`config.mk`:
```
export PLATFORM = sky130hd
export DESIGN_NAME = busarb_top
export DESIGN_NICKNAME = d
export VERILOG_FILES = /design/src/rtl/busarb_pkg.sv /design/src/rtl/busarb_strap.sv /design/src/rtl/busarb_core.sv /design/src/rtl/busarb_requester.sv /design/src/rtl/busarb_top.sv
export SDC_FILE = /design/constraint.sdc
export NUM_CORES = 1
export LEC_CHECK = 0
export BUFFER_PORTS_ARGS = -buffer_cell sky130_fd_sc_hd__buf_2
export CAP_MARGIN = 5
export CORE_AREA = 2 2 39 41
export CTS_BUF_LIST = sky130_fd_sc_hd__clkbuf_8
export DETAILED_ROUTE_END_ITERATION = 7
export DIE_AREA = 0 0 41 43
export GPL_ROUTABILITY_DRIVEN = 1
export PLACE_DENSITY_LB_ADDON = 0.1
export SLEW_MARGIN = 20
export SYNTH_ARGS = -nofsm -noshare
export SYNTH_HDL_FRONTEND = slang
export SYNTH_SLANG_ARGS = --single-unit
```
`constraint.sdc`:
```
create_clock -name clk -period 2.79 [get_ports clk]
set_clock_uncertainty 0.1 [all_clocks]
set_input_delay 0.1395 -clock clk [delete_from_list [all_inputs] [get_ports clk]]
set_output_delay 0.1395 -clock clk [all_outputs]
set_load 0.02 [all_outputs]
```
`src/rtl/busarb_pkg.sv`:
```
// Package: shared types for the two-master bus arbiter.
// Assumes: exactly two masters, one on chip and one outside.
package busarb_pkg;
    typedef enum logic {
        OWN_INT = 1'b0,
        OWN_EXT = 1'b1
    } owner_e;

    typedef enum logic {
        ARB_ON_CHIP = 1'b0,
        ARB_OUTSIDE = 1'b1
    } arb_mode_e;

    typedef struct packed {
        logic gi;
        logic ge;
    } grant_t;
endpackage

```
`src/rtl/busarb_strap.sv`:
```
// Module: busarb_strap
// Captures the arbitration mode strap while reset is low and holds it after.
// Assumes: the strap is stable for at least one clock edge inside reset.
module busarb_strap
    import busarb_pkg::*;
(
    input  logic      clk,
    input  logic      rst_n,
    input  logic      cfg_ext,
    output arb_mode_e mode
);
    arb_mode_e mode_q;

    // Load the strap during reset; hold it once reset is released.
    always_ff @(posedge clk) begin
        if (!rst_n) begin
            mode_q <= arb_mode_e'(cfg_ext);
        end
    end

    assign mode = mode_q;
endmodule

```
`src/rtl/busarb_core.sv`:
```
// Module: busarb_core
// Grant logic for one on-chip and one external master. Grants move only
// when the bus is idle. An owner's grant is withdrawn when the other side
// requests, and ties go to the master that did not own the bus last.
// Assumes: requests and busy lines are synchronous to clk.
module busarb_core
    import busarb_pkg::*;
#(
    parameter owner_e FIRST_WINNER = OWN_INT
) (
    input  logic clk,
    input  logic rst_n,
    input  logic outside,
    input  logic req_int,
    input  logic req_ext,
    input  logic bb_int,
    input  logic bb_ext,
    output logic gnt_int,
    output logic gnt_ext
);
    localparam owner_e LAST_AT_RESET = (FIRST_WINNER == OWN_INT) ? OWN_EXT : OWN_INT;

    grant_t cur_q;
    grant_t nxt;
    owner_e last_q;
    logic   bus_busy;

    assign bus_busy = bb_int | bb_ext;

    // Choose next grant pair from mode, busy state, requests and history.
    always_comb begin
        nxt = cur_q;
        if (outside) begin
            nxt.gi = 1'b0;
            nxt.ge = 1'b0;
        end else if (bus_busy) begin
            nxt.gi = cur_q.gi & ~req_ext;
            nxt.ge = cur_q.ge & ~req_int;
        end else begin
            unique case ({req_int, req_ext})
                2'b11: begin
                    nxt.gi = (last_q == OWN_EXT);
                    nxt.ge = (last_q == OWN_INT);
                end
                2'b10: begin
                    nxt.gi = 1'b1;
                    nxt.ge = 1'b0;
                end
                2'b01: begin
                    nxt.gi = 1'b0;
                    nxt.ge = 1'b1;
                end
                default: begin
                    nxt.gi = 1'b0;
                    nxt.ge = 1'b0;
                end
            endcase
        end
    end

    // Register the grant pair.
    always_ff @(posedge clk) begin
        if (!rst_n) begin
            cur_q.gi <= 1'b0;
            cur_q.ge <= 1'b0;
        end else begin
            cur_q <= nxt;
        end
    end

    // Remember which master last drove busy, for tie breaking.
    always_ff @(posedge clk) begin
        if (!rst_n) begin
            last_q <= LAST_AT_RESET;
        end else if (bb_int) begin
            last_q <= OWN_INT;
        end else if (bb_ext) begin
            last_q <= OWN_EXT;
        end
    end

    assign gnt_int = cur_q.gi;
    assign gnt_ext = cur_q.ge;
endmodule

```
`src/rtl/busarb_requester.sv`:
```
// Module: busarb_requester
// On-chip master's request/ownership side. Requests while it wants the bus
// and does not own it. Takes busy once granted and the other busy is low.
// Keeps busy through an atomic lock even without a grant.
// Assumes: want and lock are driven by the on-chip master, synchronous to clk.
module busarb_requester (
    input  logic clk,
    input  logic rst_n,
    input  logic want,
    input  logic lock,
    input  logic gnt,
    input  logic bb_other,
    output logic br,
    output logic bb
);
    logic bb_q;
    logic bb_n;

    // Decide whether ownership starts, continues or ends.
    always_comb begin
        if (!bb_q) begin
            bb_n = want & gnt & ~bb_other;
        end else begin
            bb_n = (want & gnt) | lock;
        end
    end

    // Register ownership.
    always_ff @(posedge clk) begin
        if (!rst_n) begin
            bb_q <= 1'b0;
        end else begin
            bb_q <= bb_n;
        end
    end

    assign br = want & ~bb_q;
    assign bb = bb_q;
endmodule

```
`src/rtl/busarb_top.sv`:
```
// Module: busarb_top
// Two-master shared bus arbiter with mode strap and on-chip requester.
// Assumes: the external master obeys the same request/grant/busy protocol.
module busarb_top
    import busarb_pkg::*;
(
    input  logic clk,
    input  logic rst_n,
    input  logic cfg_ext_arb,
    input  logic int_want,
    input  logic int_lock,
    input  logic ext_br,
    input  logic ext_bb,
    input  logic ext_bg_in,
    output logic int_br,
    output logic int_bb,
    output logic int_bg,
    output logic ext_bg
);
    arb_mode_e mode;
    logic      mode_outside;
    logic      arb_gi;
    logic      arb_ge;
    logic      req_int;
    logic      bb_int;
    logic      gnt_sel;

    busarb_strap strap_i (
        .clk     (clk),
        .rst_n   (rst_n),
        .cfg_ext (cfg_ext_arb),
        .mode    (mode)
    );

    assign mode_outside = (mode == ARB_OUTSIDE);

    busarb_core #(
        .FIRST_WINNER (OWN_INT)
    ) core_i (
        .clk     (clk),
        .rst_n   (rst_n),
        .outside (mode_outside),
        .req_int (req_int),
        .req_ext (ext_br),
        .bb_int  (bb_int),
        .bb_ext  (ext_bb),
        .gnt_int (arb_gi),
        .gnt_ext (arb_ge)
    );

    // Grant seen by the on-chip requester depends on the strapped mode.
    assign gnt_sel = mode_outside ? ext_bg_in : arb_gi;

    busarb_requester req_i (
        .clk      (clk),
        .rst_n    (rst_n),
        .want     (int_want),
        .lock     (int_lock),
        .gnt      (gnt_sel),
        .bb_other (ext_bb),
        .br       (req_int),
        .bb       (bb_int)
    );

    assign int_br = req_int;
    assign int_bb = bb_int;
    assign int_bg = gnt_sel;
    assign ext_bg = arb_ge;
endmodule

```
Yosys cells after proc, flatten, opt, wreduce, memory -nomap -nowiden
Index checks and enable logic that the tools add are counted.

Add/subtract/negate cells: 0. Multiply operators: 0. Div/mod/pow operators: 0. $lt $le $gt $ge: 0. Equality and inequality tests: 3. Shift-type cells: 0. Muxes and demuxes: 6. Bitwise logic cells: 13. Reduce and logical (&&, ||, !) cells: 2.

Operators by type and width (number): $not 1->1 (6); $pmux 2 s3 (1); $and 1x1->1 (5); $eq 2x2->1 const B (2); $mux 1 (4); $eq 2x1->1 const B (1); $mux 2 (1); $or 1x1->1 (2); $reduce_bool 2->1 (1); $reduce_or 2->1 (1).

Bits in registers: 5. Bits in latches: 0. RAM bits: 0. Bits in read-only memories: 0. Bits of input ports: 8. Logic and storage cells: 29. Memories: 0.

Depth between registers and ports, before layout
Word-level depth: 5. Gate-level depth with buffers: 3. Depth with buffers taken out: 3.

Hierarchy
A second synthesis with hierarchy kept.

Cells, all modules: 23. Area total of the unflattened synthesis: 230.2 sq um.

By module, submodules not included: busarb_core (times used 1, cells an instance 15, area each 131.4 sq um, seq. area each 60.1 sq um); busarb_requester (times used 1, cells an instance 5, area each 50.0 sq um, seq. area each 20.0 sq um); busarb_strap (times used 1, cells an instance 2, area each 33.8 sq um, seq. area each 30.0 sq um); busarb_top (times used 1, cells an instance 1, area each 15.0 sq um, seq. area each 0.0 sq um).

Worst setup path before layout
No wires, ideal clock.

Path type: register to register. From: register strap_i.mode_q, in the netlist strap_i.mode. To: register req_i.bb_q, in the netlist req_i.bb. Arrival time: 0.887 ns. Slack: 1.682 ns. Cell stages (with the launch flop): 4. Path buffers: 0. Clock period less this slack: 1.108 ns. Cell sequence: edfxtp_1 -> mux2_2 -> o2111ai_1 -> nand2_1.

Cells in the longest elaborated chain, start to end: 4. Elaborated cells on any way between the ends: 5. Classes of those cells: mux (2); bitwise (3).

RTL lines: start, declared (RTL line busarb_strap.sv:12) `arb_mode_e mode_q;`; start signal, assigned (RTL line busarb_strap.sv:17) `mode_q <= arb_mode_e'(cfg_ext);`; $mux 1 (*) (RTL line busarb_top.sv:52) `assign gnt_sel = mode_outside ? ext_bg_in : arb_gi;`; via int_bg (RTL line busarb_top.sv:17) `output logic int_bg,`; $and 1x1->1 (*) (RTL line busarb_requester.sv:22, busarb_requester.sv:24); $and 1x1->1 or $or 1x1->1 (tied branches) (RTL line busarb_requester.sv:22, busarb_requester.sv:24); $mux 1 (*) (RTL line busarb_requester.sv:21) `if (!bb_q) begin`; end signal, assigned (RTL line busarb_requester.sv:33) `bb_q <= bb_n;`; end, declared (RTL line busarb_requester.sv:16) `logic bb_q;`.

The timed path passes the listed nets; every way through them passes the cells marked *. A chain may end at the register's enable or synchronous reset.

Worst setup path after layout
From: register strap_i.mode_q, in the netlist strap_i.mode. To: output port int_bg.

Cells in the longest elaborated chain, start to end: 1.

RTL lines (RTL line): $mux 1 (busarb_top.sv:52); end, declared (busarb_top.sv:17).

No other way between the ends.

==> flow_metrics.tcl <==
set metrics [dict create \
    status "finished, final reports clean" \
    clock_pin_slew_on_the_worst_setup_and_hold_paths_ns 0.04 \
    syn-cell-area_um2 228 \
    drtPass1Iterations 1 \
    synthSimpleGateAreaFrac 0.220 \
    yosys.area_share.adder 0 \
    area_growth_syn_to_layout_pct 57.1 \
    max_freq_mhz 753 \
    post-route-min-period_ns 1.33 \
    synth-seq-cells 5 \
    layout-drive-gt1-share 0.400 \
    nets_final 49 \
    ctsHtreeMaxLevel 1 \
    wirelength_met1_um 199 \
    cts_tree "built" \
    cts-resized-gates 0 \
    n_fill_cell 152 \
    detailroute.via_count 209 \
    post_synth_num_cell_types 15 \
    place_congestion 0.679 \
    coreArea_um2 1380 \
    placement_rows 14 \
    hold_fix_buffers_at_cts 1 \
    synth.area.mux_share 0.137 \
    power.leakage_nw 0.178 \
    critPathMaxStageDelay_ns 0.36 \
    crit_path_top_delay_cell "mux2_2" \
    layout.area.seq_um2 110 \
    worst-path-max-fanout 3 \
    drc_errors 0 \
    drv.max_cap_violation_count 0 \
    maxUsedRoutingLayer "met3" \
    final-hold-violation-count 0 \
    totalNegativeSetupSlack_ns 0 \
    floorplan.io_pins 12 \
    drt.antenna.violating_nets 0 \
    clock_insertion_delay_worst_skew_ns 0.22 \
    synth_compound_gate_area_share 0.110 \
    port-buffer-count 11 \
    end_kind "output port" \
    wl_met2_um 240 \
    vias_per_cell 3.73 \
    finalSetupViolations 0 \
    crit_path_cell_trace "mux2_2 -> buf_2" \
    largest_family_of_logic_cells_by_synthesized_area "simple AND/OR/NAND/NOR gates" \
    rsz_0062_raised_after_global_routing "no" \
    worst_pin_slew_ns 0.212 \
    cts_setup_buffers 0 \
    hold_class "primary input to flop" \
    yosys_warnings 0 \
    pwr_density_cell_nw_per_um2 656 \
    grtUsageTotal 0.0683 \
    cts_num_sinks 5 \
    final.period_utilization 0.476 \
    globalRoute.totalOverflow 0 \
    design.die.area_um2 1760 \
    worst_slew_margin_rel 0.858 \
    drt_first_iter_violations 0 \
    crit_path_category "flop to output port" \
    post_synth_xor_area_fraction 0 \
    dp_slack_ns 1.69 \
    fp.dieH_um 43 \
    max_transition_viols_final 0 \
    cts-buffers-inserted 3 \
    antenna_violations_before_repair 0 \
    cts-root-to-sink-buffers 2 \
    die-width_um 41 \
    ir_drop_mv 0.262 \
    gate_count_after_technology_mapping 24 \
    multi_input_logic_area_um2 106 \
    grt_pass1_vias 219 \
    seq_area_frac_synth 0.484 \
    critical_path_arrival_ns 1.09 \
    required_time_reported_for_the_critical_path_endpoint_ns 2.55 \
    diodes 0 \
    grt_max_degree 7 \
    syn_nets 32 \
    wl_per_cell_um 8.43 \
    worst_setup_sp_type "flop" \
    grt_pass1_wl_um 821 \
    ctsRootBufferMaster "clkbuf_8" \
    synth_area_per_cell_um2 9.49 \
    start_util 0.165 \
    final_wirelength_um 472 \
    met3_length_um 32 \
    fin_ws_ns 1.46 \
]
## flip-flops by register name (all words and copies together), names as in the netlist
signal,cells
strap_i.mode,1
core_i.gnt_int,1
core_i.gnt_ext,1
req_i.bb,1
core_i.last_q,1
## final cells by class
type / count / area share
sequential: 5 / 0.308
inverter: 3 / 0.0315
tap: 16 / 0.0559
multi-input combinational: 16 / 0.297
clock buffer: 3 / 0.115
clock inverter: 1 / 0.0105
timing repair buffer: 12 / 0.182
## cells by family (layout without fill, tap and decap cells)
| kind of cell | after synthesis | in the layout |
|---|---|---|
| mux | 3 | 3 |
| compound gates | 3 | 3 |
| flops | 5 | 5 |
| buf+inv | 3 | 19 |
| simple gates | 10 | 10 |
## through the flow
step	cell area (um^2)	hold slack [ns]	total power, mW	std cells	utilization
6_report	358	0.0439	0.235	56	0.259
5_1_grt	358	0.0513	0.248	56	0.259
4_1_cts	358	0.0432	0.238	56	0.259
3_5_place_dp	303	0.218	0.107	51	0.219
3_3_place_gp	303	0.219	0.107	51	0.219
2_1_floorplan	228	0.101	0.0954	24	-
## layer usage
layer,up-vias,global-route usage
met5,-,0
met4,0,0.0200
met3,0,0.0314
met2,6,0.113
met1,89,0.0742
li1,114,-
## where the power goes
part           internal, mW  total [mW]  leakage [nW]  switching (mW)
Sequential           0.0776      0.0798        0.0423         0.00223
Combinational        0.0128      0.0266         0.109          0.0138
Clock                0.0942       0.128        0.0269          0.0339
## placed cells by master (no fill, tap or decap), drive strengths merged
master,instances
dlygate4sd3,1
o21bai,1
buf,11
dfxtp,4
inv,4
o2111ai,1
mux2i,2
nor3,1
nor2,3
o32ai,1
mux2,1
nand3b,1
clkbuf,3
edfxtp,1
nand2,3
or2b,1
nand3,1
## critical path: cells and delay by family, from the launching register on
family	cells	cell delay, ns
buf+inv	1	0.16
flops	1	0.35
mux	1	0.36
## Yosys cell counts, drive strengths merged
cell type | number | area [um^2]
mux2i | 2 | 20.0
o32ai | 1 | 8.76
edfxtp | 1 | 30.0
nand2 | 3 | 11.3
nand3 | 1 | 5.00
o2111ai | 1 | 8.76
mux2 | 1 | 11.3
nand3b | 1 | 7.51
nor2 | 3 | 13.8
or2b | 1 | 7.51
nor3 | 1 | 5.00
inv | 3 | 11.3
o21bai | 1 | 7.51
dfxtp | 4 | 80.1
## final timing paths
kind                         startpoint                         to  slack [ns]  cells past startpoint
max reg2reg      strap_i.mode$_DFFE_PN_  core_i.gnt_int$_SDFF_PP0_        1.70                      2
max              strap_i.mode$_DFFE_PN_                     int_bg        1.46                      2
min                              ext_br  core_i.gnt_int$_SDFF_PP0_        0.04                      2
min reg2reg  core_i.last_q$_SDFFE_PN1N_  core_i.gnt_int$_SDFF_PP0_        0.40                      2
No activity file was read; power rests on OpenSTA's default activity.
